[src/rtl/manch_pkg.sv]
package manch_pkg;

  // Strobes derived from the shift-clock prescaler, valid for one system clock.
  typedef struct packed {
    logic rise;        // last clock of a shift period; next edge starts a period
    logic fall;        // last clock of the first half; next edge is the sclk fall
    logic second_half; // prescaler is in the second half of the period
  } shift_tick_t;

  localparam int unsigned SYNC_SLOTS = 3;
  localparam int unsigned TAIL_SLOTS = 1;

  // Level of sync half-bit idx (0..5): command sync is three positive halves
  // followed by three negative halves; data sync is the inverse.
  function automatic logic sync_half_level(input logic data_sync, input logic [2:0] idx);
    return (idx < 3'd3) ^ data_sync;
  endfunction

endpackage

[src/rtl/tx_shift_clk.sv]
module tx_shift_clk
  import manch_pkg::*;
#(
  parameter int unsigned DIV = 12
) (
  input  logic        clk,
  input  logic        rst,
  output shift_tick_t tick,
  output logic        sclk
);
  localparam int unsigned HALF = DIV / 2;
  localparam int unsigned CW   = $clog2(DIV);

  logic [CW-1:0] cnt_q, cnt_d;
  logic          sclk_q;

  always_comb cnt_d = (cnt_q == CW'(DIV - 1)) ? '0 : cnt_q + 1'b1;

  always_ff @(posedge clk) begin
    if (rst) begin
      cnt_q  <= '0;
      sclk_q <= 1'b1;
    end else begin
      cnt_q  <= cnt_d;
      sclk_q <= (cnt_d < CW'(HALF));
    end
  end

  assign tick.rise        = (cnt_q == CW'(DIV - 1));
  assign tick.fall        = (cnt_q == CW'(HALF - 1));
  assign tick.second_half = (cnt_q >= CW'(HALF));
  assign sclk             = sclk_q;


  sclk_rise_chk: assert property (@(posedge clk) disable iff (rst)
    $rose(sclk_q) |-> $past(tick.rise));


  sclk_fall_chk: assert property (@(posedge clk) disable iff (rst)
    $fell(sclk_q) |-> $past(tick.fall));

endmodule

[src/rtl/tx_slot_seq.sv]
module tx_slot_seq
  import manch_pkg::*;
#(
  parameter int unsigned DATA_W = 16,
  parameter int unsigned DIV    = 12
) (
  input  logic        clk,
  input  logic        rst,
  input  shift_tick_t tick,
  input  logic        enc_en_n,
  input  logic        sync_sel,
  output logic        active,
  output logic [$clog2(DATA_W + SYNC_SLOTS + TAIL_SLOTS)-1:0] slot,
  output logic        data_sync,
  output logic        send,
  output logic        first_data,
  output logic        enter_data,
  output logic        leave_data
);
  localparam int unsigned TOTAL    = DATA_W + SYNC_SLOTS + TAIL_SLOTS;
  localparam int unsigned SW       = $clog2(TOTAL);
  localparam int unsigned FIRST_D  = SYNC_SLOTS;
  localparam int unsigned LAST_D   = SYNC_SLOTS + DATA_W - 1;
  localparam int unsigned LAST     = TOTAL - 1;
  localparam int unsigned SEND_CYC = DATA_W * DIV;
  localparam int unsigned SCW      = $clog2(SEND_CYC + 1);

  logic          active_q, active_d;
  logic [SW-1:0] slot_q, slot_d;
  logic          go_q, sync_q, send_q;

  always_comb begin
    active_d = active_q;
    slot_d   = slot_q;
    if (tick.rise) begin
      if (go_q) begin
        active_d = 1'b1;
        slot_d   = '0;
      end else if (active_q) begin
        if (slot_q == SW'(LAST)) begin
          active_d = 1'b0;
          slot_d   = '0;
        end else begin
          slot_d = slot_q + 1'b1;
        end
      end
    end
  end

  always_ff @(posedge clk) begin
    if (rst) begin
      active_q <= 1'b0;
      slot_q   <= '0;
      go_q     <= 1'b0;
      sync_q   <= 1'b0;
      send_q   <= 1'b0;
    end else begin
      active_q <= active_d;
      slot_q   <= slot_d;
      send_q   <= active_d && (slot_d >= SW'(FIRST_D)) && (slot_d <= SW'(LAST_D));
      if (tick.rise && go_q) sync_q <= sync_sel;
      if (tick.rise) go_q <= 1'b0;
      else if (tick.fall && !enc_en_n && (!active_q || slot_q == SW'(LAST))) go_q <= 1'b1;
    end
  end

  assign active     = active_q;
  assign slot       = slot_q;
  assign data_sync  = sync_q;
  assign send       = send_q;
  assign first_data = tick.rise && active_q && (slot_q == SW'(FIRST_D - 1));
  assign enter_data = tick.rise && active_q && (slot_q >= SW'(FIRST_D - 1)) && (slot_q < SW'(LAST_D));
  assign leave_data = tick.rise && active_q && (slot_q >= SW'(FIRST_D)) && (slot_q <= SW'(LAST_D));

  // Width of the send strobe, measured independently of the slot counter.
  logic [SCW-1:0] send_len_q;
  always_ff @(posedge clk) begin
    if (rst || !send_q) send_len_q <= '0;
    else                send_len_q <= send_len_q + 1'b1;
  end


  send_width_chk: assert property (@(posedge clk) disable iff (rst)
    (!$past(rst) && $fell(send_q)) |-> (send_len_q == SCW'(SEND_CYC)));


  send_align_chk: assert property (@(posedge clk) disable iff (rst)
    $rose(send_q) |-> $past(tick.rise));

endmodule

[src/rtl/tx_word_ranks.sv]
module tx_word_ranks #(
  parameter int unsigned DATA_W = 16,
  parameter int unsigned LANES  = 2
) (
  input  logic              clk,
  input  logic              rst,
  input  logic [DATA_W-1:0] din,
  input  logic [LANES-1:0]  latch_en,
  input  logic              send,
  input  logic              serial_mode,
  input  logic              first_data,
  input  logic              enter_data,
  input  logic              leave_data,
  output logic              cur_bit,
  output logic              parity_bit
);
  localparam int unsigned LW = DATA_W / LANES;

  logic [DATA_W-1:0] rank1_q, rank2_q;
  logic              ser_q, par_q;

  for (genvar l = 0; l < LANES; l++) begin : g_lane
    always_ff @(posedge clk) begin
      if (rst)              rank1_q[l*LW +: LW] <= '0;
      else if (latch_en[l]) rank1_q[l*LW +: LW] <= din[l*LW +: LW];
    end
  end

  always_ff @(posedge clk) begin
    if (rst) begin
      rank2_q <= '0;
      ser_q   <= 1'b0;
      par_q   <= 1'b0;
    end else begin
      if (!send)           rank2_q <= rank1_q;
      else if (leave_data) rank2_q <= {rank2_q[DATA_W-2:0], 1'b0};
      if (enter_data) ser_q <= din[DATA_W-1];
      if (first_data)      par_q <= 1'b0;
      else if (leave_data) par_q <= par_q ^ cur_bit;
    end
  end

  assign cur_bit    = serial_mode ? ser_q : rank2_q[DATA_W-1];
  assign parity_bit = ~par_q;


  rank2_lock_chk: assert property (@(posedge clk) disable iff (rst)
    (send && $past(send) && !$past(leave_data)) |-> $stable(rank2_q));

endmodule

[src/rtl/tx_line_drv.sv]
module tx_line_drv
  import manch_pkg::*;
#(
  parameter int unsigned DATA_W = 16
) (
  input  logic clk,
  input  logic rst,
  input  logic active,
  input  logic [$clog2(DATA_W + SYNC_SLOTS + TAIL_SLOTS)-1:0] slot,
  input  logic second_half,
  input  logic data_sync,
  input  logic cur_bit,
  input  logic parity_bit,
  input  logic out_inh_n,
  output logic tx_pos,
  output logic tx_neg
);
  localparam int unsigned SW     = $clog2(DATA_W + SYNC_SLOTS + TAIL_SLOTS);
  localparam int unsigned LAST_D = SYNC_SLOTS + DATA_W - 1;

  logic level, drive;
  logic pos_q, neg_q;

  always_comb begin
    if (slot < SW'(SYNC_SLOTS))   level = sync_half_level(data_sync, {slot[1:0], second_half});
    else if (slot <= SW'(LAST_D)) level = cur_bit ^ second_half;
    else                          level = parity_bit ^ second_half;
  end

  assign drive = active && out_inh_n;

  always_ff @(posedge clk) begin
    if (rst) begin
      pos_q <= 1'b0;
      neg_q <= 1'b0;
    end else begin
      pos_q <= drive && level;
      neg_q <= drive && !level;
    end
  end

  assign tx_pos = pos_q;
  assign tx_neg = neg_q;


  no_overlap_chk: assert property (@(posedge clk) disable iff (rst)
    !(pos_q && neg_q));


  inhibit_low_chk: assert property (@(posedge clk) disable iff (rst)
    $past(!out_inh_n) |-> (!pos_q && !neg_q));


  idle_low_chk: assert property (@(posedge clk) disable iff (rst)
    $past(!active) |-> (!pos_q && !neg_q));

endmodule

[src/rtl/manch_word_tx.sv]
module manch_word_tx
  import manch_pkg::*;
#(
  parameter int unsigned DATA_W = 16,
  parameter int unsigned DIV    = 12,
  parameter int unsigned LANES  = 2
) (
  input  logic              clk,
  input  logic              rst,
  input  logic [DATA_W-1:0] din,
  input  logic [LANES-1:0]  latch_en,
  input  logic              serial_mode,
  input  logic              enc_en_n,
  input  logic              sync_sel,
  input  logic              out_inh_n,
  output logic              sclk,
  output logic              send_data,
  output logic              tx_pos,
  output logic              tx_neg
);
  localparam int unsigned SW = $clog2(DATA_W + SYNC_SLOTS + TAIL_SLOTS);

  shift_tick_t   tick;
  logic          active, data_sync, send;
  logic [SW-1:0] slot;
  logic          first_data, enter_data, leave_data;
  logic          cur_bit, parity_bit;

  tx_shift_clk #(.DIV(DIV)) u_clk (
    .clk(clk), .rst(rst), .tick(tick), .sclk(sclk)
  );

  tx_slot_seq #(.DATA_W(DATA_W), .DIV(DIV)) u_seq (
    .clk(clk), .rst(rst), .tick(tick), .enc_en_n(enc_en_n), .sync_sel(sync_sel),
    .active(active), .slot(slot), .data_sync(data_sync), .send(send),
    .first_data(first_data), .enter_data(enter_data), .leave_data(leave_data)
  );

  tx_word_ranks #(.DATA_W(DATA_W), .LANES(LANES)) u_ranks (
    .clk(clk), .rst(rst), .din(din), .latch_en(latch_en), .send(send),
    .serial_mode(serial_mode), .first_data(first_data), .enter_data(enter_data),
    .leave_data(leave_data), .cur_bit(cur_bit), .parity_bit(parity_bit)
  );

  tx_line_drv #(.DATA_W(DATA_W)) u_drv (
    .clk(clk), .rst(rst), .active(active), .slot(slot),
    .second_half(tick.second_half), .data_sync(data_sync), .cur_bit(cur_bit),
    .parity_bit(parity_bit), .out_inh_n(out_inh_n), .tx_pos(tx_pos), .tx_neg(tx_neg)
  );

  assign send_data = send;

endmodule

[config.mk]
export PLATFORM = sky130hd
export DESIGN_NAME = manch_word_tx
export DESIGN_NICKNAME = d
export VERILOG_FILES = /design/src/rtl/manch_pkg.sv /design/src/rtl/tx_shift_clk.sv /design/src/rtl/tx_slot_seq.sv /design/src/rtl/tx_word_ranks.sv /design/src/rtl/tx_line_drv.sv /design/src/rtl/manch_word_tx.sv
export SDC_FILE = /design/constraint.sdc
export NUM_CORES = 1
export LEC_CHECK = 0
export BUFFER_PORTS_ARGS = -buffer_cell sky130_fd_sc_hd__buf_2
export CAP_MARGIN = 40
export CORE_MARGIN = 2
export CORE_UTILIZATION = 30
export DETAILED_ROUTE_END_ITERATION = 16
export PLACE_DENSITY = 0.45
export SLEW_MARGIN = 5
export SYNTH_ARGS = -nofsm -noshare
export SYNTH_HDL_FRONTEND = slang
export SYNTH_SLANG_ARGS = --single-unit
[constraint.sdc]
create_clock -name clk -period 2.2 [get_ports clk]
set_input_delay 0.44 -clock clk [delete_from_list [all_inputs] [get_ports clk]]
set_output_delay 0.44 -clock clk [all_outputs]
set_load 0.03 [all_outputs]
Word level (Yosys, flattened, before mapping)
Cells that the tools add are included.
W data, S select, Z words.
{ "word_totals": {"wordCells": 70, "in_bits": 24, "regBits": 50, "out_inout_bits": 4} }
{ "classes": {"add_sub_neg": 2, "n_eq_ne": 5, "bitwise_logic": 5, "reduce_logical": 20, "order_cmp": 10, "mux": 14} }
{ "op_table": {"columns": ["op", "count"], "rows": [
  ["$mux W16", 2],
  ["$mux W5", 4],
  ["$ge A5 B2 Y1 const B", 3],
  ["$logic_and A1 B1 Y1", 14],
  ["$le A5 B5 Y1 const B", 2],
  ["$mux W1", 7],
  ["$add A5 B1 Y5 const B", 1],
  ["$eq A5 B2 Y1 const B", 1],
  ["$eq A5 B5 Y1 const B", 1],
  ["$lt A5 B2 Y1 const B", 1],
  ["$lt A5 B5 Y1 const B", 1],
  ["$add A4 B1 Y4 const B", 1],
  ["$eq A4 B3 Y1 const B", 1],
  ["$eq A4 B4 Y1 const B", 1],
  ["$ge A4 B3 Y1 const B", 1],
  ["$lt A4 B3 Y1 const B", 1],
  ["$mux W4", 1],
  ["$reduce_or A2 Y1", 2],
  ["$xor A1 B1 Y1", 4],
  ["$logic_not A1 Y1", 3],
  ["$lt A3 B2 Y1 const B", 1],
  ["$ne A2 B2 Y1 const B", 1],
  ["$logic_or A1 B1 Y1", 1],
  ["$not A1 Y1", 1]
]} }

Longest topological paths before layout
{ "depth": {"word_depth": 8, "mapped_depth": 9} }

Cells and area by module
A second synthesis with hierarchy kept.
{ "hier_totals": {"cells_unflattened": 247, "area_unflattened_um2": 2328.5} }
{ "modules_own_cells": {"columns": ["mod", "seq_area_each_um2", "cells_per_inst", "n_inst", "area_per_inst_um2"], "rows": [
  ["tx_word_ranks", 680.7, 132, 1, 1355.0],
  ["tx_slot_seq", 180.2, 64, 1, 536.8],
  ["tx_shift_clk", 100.1, 33, 1, 286.5],
  ["tx_line_drv", 40.0, 18, 1, 150.1]
]} }

Least setup slack after synthesis
No wires, ideal clock.
{ "synth_path": {"kind": "reg2reg", "from": "register u_clk.cnt_q[0]", "to": "register u_ranks.rank2_q[15]", "t_arrival_ps": 1740, "path_stages_with_launch": 8, "setup_ps": 146, "setup_slack_ps": 314, "required_ps": 2054, "synth_period_minus_slack_ps": 1886, "n_path_buf": 2, "path_cell_list": "dfxtp_1 -> ha_1 -> nand4b_1 -> or3_1 -> buf_6 -> buf_12 -> nand2_1 -> a311oi_2"} }
{ "synth_via": {"elab_chain_len": 5} }
{ "synth_rtl": {"columns": ["element", "line", "source"], "rows": [
  ["start: declaration", "tx_shift_clk.sv:14", "logic [CW-1:0] cnt_q, cnt_d;"],
  ["start signal: assignment", "tx_shift_clk.sv:24", "cnt_q <= cnt_d;"],
  ["$eq A4 B4 Y1", "tx_shift_clk.sv:29", "assign tick.rise = (cnt_q == CW'(DIV - 1));"],
  ["$logic_and A1 B1 Y1 (3 in series)", "tx_slot_seq.sv:73", "assign leave_data = tick.rise && active_q && (slot_q >= SW'(FIRST_D)) && (slot_q <= SW'(LAST_D));"],
  ["$ne A2 B2 Y1 (no line)", null, null],
  ["end signal: assignment", "tx_word_ranks.sv:35", "if (!send) rank2_q <= rank1_q;"],
  ["end signal: assignment", "tx_word_ranks.sv:36", "else if (leave_data) rank2_q <= {rank2_q[DATA_W-2:0], 1'b0};"],
  ["end: declaration", "tx_word_ranks.sv:19", "logic [DATA_W-1:0] rank1_q, rank2_q;"]
]} }
No other way between the ends.
A chain may end at the register's enable or synchronous reset.

Worst setup path in the final report
{ "layout_path": {"from": "register u_clk.cnt_q[0]", "to": "register u_seq.send_q, in the netlist u_seq.send"} }
{ "layout_via": {"elab_chain_len": 5, "word_cells_on_any_way": 7} }
{ "layout_rtl": {"columns": ["element", "line", "source"], "rows": [
  ["$eq A4 B4 Y1 (*)", "tx_shift_clk.sv:29", null],
  ["$mux W5", "tx_slot_seq.sv:35", "if (tick.rise) begin"],
  ["$ge A5 B2 Y1", "tx_slot_seq.sv:60", "send_q <= active_d && (slot_d >= SW'(FIRST_D)) && (slot_d <= SW'(LAST_D));"],
  ["$logic_and A1 B1 Y1", "tx_slot_seq.sv:60", null],
  ["$logic_and A1 B1 Y1 (*)", "tx_slot_seq.sv:60", null],
  ["end signal: assignment", "tx_slot_seq.sv:60", null],
  ["end: declaration", "tx_slot_seq.sv:30", "logic go_q, sync_q, send_q;"]
]} }
Every way passes the cells marked *; elsewhere a longest branch is shown, timed or not.

==> impl_results.md <==
- Status: complete, no violations
- Pre-CTS setup slack: 0.150 ns
- Core Region: 7730 µm²
- Max-slew headroom: 0.633
- Root Buffer Master: clkbuf_8
- Via density: 4.66
- Clock share of power: 0.371
- Cells after Synth: 267
- Post-cts resize count: 0
- Least-Margin Pin Slew: 0.550 ns
- Hpwl dp: 3450 µm
- Via count: 1,840
- Synth Area in XOR/XNOR: 0.0182
- DRT Wirelength: 4980 µm
- Combinational Power Share: 0.089
- Skew final: 0.0106 ns
- Predominant post-synthesis flop cell: dfxtp_1
- Commonest cells after routing, fill and taps aside: dfxtp_1, nor2_1, nand2_1
- R2r worst-path depth: 7
- FF-to-FF End: u_seq.send
- Port Buffer Count: 27
- Critical Path AT: 2.25 ns
- Fill count: 803
- R2r setup slk: 0.18 ns
- Setup slack after layout: 0.183 ns
- RSZ-0062 raised after global routing: no
- Largest net degree at the start of global routing: 21
- H-Tree Depth: 2
- Crit. Startpoint: u_clk.cnt_q[0]
- Post-Synth Adder-Cell Area: 0.0312
- Die Span X: 93.5 µm
- EDFF count, synth: 0
- Die ar.: 8740 µm²
- Seq/Total Area, Yosys: 0.416
- Largest family of logic cells by synthesized area: simple AND/OR/NAND/NOR gates
- Pint: 1360 µW
- Pre-antenna DRT Iters: 4
- Fin crit share: 0.917
- Fin. max-slew vios: 0
- Num CTS Buffers: 5
- Worst skew pair latency: 0.31 ns
- Data required, critical path: 2.43 ns
- Antenna violations before repair: 0
- Number of global-route vias before repair: 1,843
- Max frequency: 496 MHz
- Critical path's slowest cell: dfxtp_1
- Peak supply drop: 0.244 mV
- Final hold viol count: 0
- Row cnt: 32
- CTS tree: built
- Synth Area in Compound Gates: 0.151
- Final Non-Filler Cells: 395
- # Post-CTS Setup Buffers: 0
- NumNets Final: 322
- Worst Setup End Kind: flip-flop
- Crit path to: u_seq.send
- Worst Path Max Fanout: 5
- HP Start: din[9]
- Synthesis-stage register bit count: 50
- Part of the power in registers: 0.540
- Final setup fails: 0
- Fraction of layout cells with a size suffix above 1: 0.232
- Remaining routing DRC violations: 0
- Setup TNS: 0 ns
- DRT antenna net count: 0
- Clk slew on worst S/H paths: 0.10 ns
- Initial Util: 0.311
- Ys async rst share: 0
- Grt total ovfl: 0
- CTS Hold Bufs: 0
- Clock Sinks: 50
- Reg2reg start: u_clk.cnt_q[0]
- Mapped Area: 2400 µm²
- Routability Congestion: 0.775
- NetSw: 441 µW
- Crit-path cells: ha_1, nand3b_1, buf_4, a21oi_1, a22oi_1, nor4_1, mux2i_1
- First-pass GRT wire length: 8770 µm
- Yosys cell types: 49
- Clock Path Buffers: 2
- Switching Fraction: 0.245
- Area growth syn-to-layout: 14.7%
- Dpl cell area: 2640 µm²
- Post-synthesis mux area share: 0.0875
- Leakage: 0.00105 µW
- CP peak stage delay: 0.42 ns
- DR iter-0 viols: 38
- Drt wl/cell: 12.6 µm
- Simple-gate share of the synthesized area: 0.237
- Die Y: 93.5 µm
- Most common cell after layout, fill and taps aside: dfxtp_1
- Cell area after layout: 2760 µm²
- Hold Slack: 0.360 ns
- Pwr/cell area: 653 nW/µm²
- Ant. Diodes: 0
- Post-Place Cells: 387
- Avg Synthesized Cell Area: 9.00 µm²
- Synthesized Nets: 297
- Crit Path Category: reg -> reg
- CP Launch Type: flip-flop
- Total track usage: 0.128
- Hold WC Path Type: in -> reg
- Max_cap viols: 0
- # IOs: 28
- Yosys warning total: 0
- Tmin final: 2.02 ns
synthesized netlist by cell type, types with 3 or more instances:
master     n  share of area
dfxtp_1   50           0.42
a311oi_2   9          0.056
nor2_1    45          0.070
mux2i_1   21          0.087
inv_1      7          0.011
nor3_1     7          0.015
nor2b_1    6          0.016
a21oi_1    8          0.017
clkbuf_1  12          0.019
xor2_1     3          0.011
nand2_2    7          0.018
nand2_1   32          0.050
ha_1       6          0.031
a311oi_1   7          0.026
cell families (layout without fill, tap and decap cells):
group           after synthesis  count (layout)
xor+xnor                      5               5
flops                        50              50
fa+ha+maj                     6               6
buf+inv                      27              53
mux                          21              21
compound gates               40              40
simple gates                118             118
cell type report:
class | instances | area, µm² | area share
Clock buffer | 5 | 68.8 | 0.0250
Clock inverter | 3 | 45.0 | 0.0163
Inverter | 7 | 26.3 | 0.00953
Multi-Input combinational cell | 190 | 1270 | 0.461
Sequential cell | 50 | 1000 | 0.363
Tap cell | 102 | 128 | 0.0463
Timing Repair Buffer | 38 | 218 | 0.0789
worst max-delay path, delay by kind of cell, from the launching register on:
family	cells	cell delay [ns]
fa+ha+maj	1	0.27
simple gates	2	0.48
compound gates	2	0.32
mux	1	0.25
flops	1	0.42
buf+inv	1	0.20
per-stage QoR:
| step | power (µW) | util |
|---|---|---|
| after floorplan | 1100 | - |
| after global placement | 1150 | 0.341 |
| after detailed placement | 1150 | 0.341 |
| after CTS | 1830 | 0.356 |
| after global routing | 1900 | 0.357 |
| final | 1800 | 0.357 |
worst min path at each step:
| stage | endpoint | slack, ns | cells after the start |
|---|---|---|---|
| after floorplan | u_ranks.rank2_q[0] | 0.45 | 2 |
| after global placement | u_ranks.rank2_q[0] | 0.46 | 2 |
| after detailed placement | u_ranks.rank2_q[0] | 0.47 | 2 |
| after CTS | u_ranks.rank1_q[5] | 0.35 | 3 |
| after global routing | u_ranks.rank1_q[9] | 0.35 | 3 |
| final | u_ranks.rank1_q[9] | 0.36 | 3 |
state kept, by name, summed over array words and instances, names as in the netlist:
signal / cells
u_ranks.rank1_q: 16
u_drv.tx_pos: 1
u_seq.data_sync: 1
u_seq.active: 1
u_seq.go_q: 1
u_clk.sclk: 1
u_drv.tx_neg: 1
u_seq.send: 1
u_ranks.rank2_q: 16
u_ranks.ser_q: 1
u_ranks.par_q: 1
u_clk.cnt_q: 4
u_seq.slot: 5
power groups by stage:
stage          Sequential (µW)  Clock, µW  Combinational (µW)
2_1_floorplan              984          0                 119
3_3_place_gp               992          0                 161
3_5_place_dp               993          0                 161
4_1_cts                    972        693                 162
5_1_grt                    979        736                 183
6_report                   973        668                 159
layer usage:
| layer | global-route usage | wire length, µm | vias up |
|---|---|---|---|
| li1 | - | - | 971 |
| met1 | 0.167 | 2430 | 840 |
| met2 | 0.201 | 2330 | 23 |
| met3 | 0.0330 | 135 | 6 |
| met4 | 0.0502 | 78 | 0 |
| met5 | 0 | 0 | - |
(Power assumes the default switching activity.)
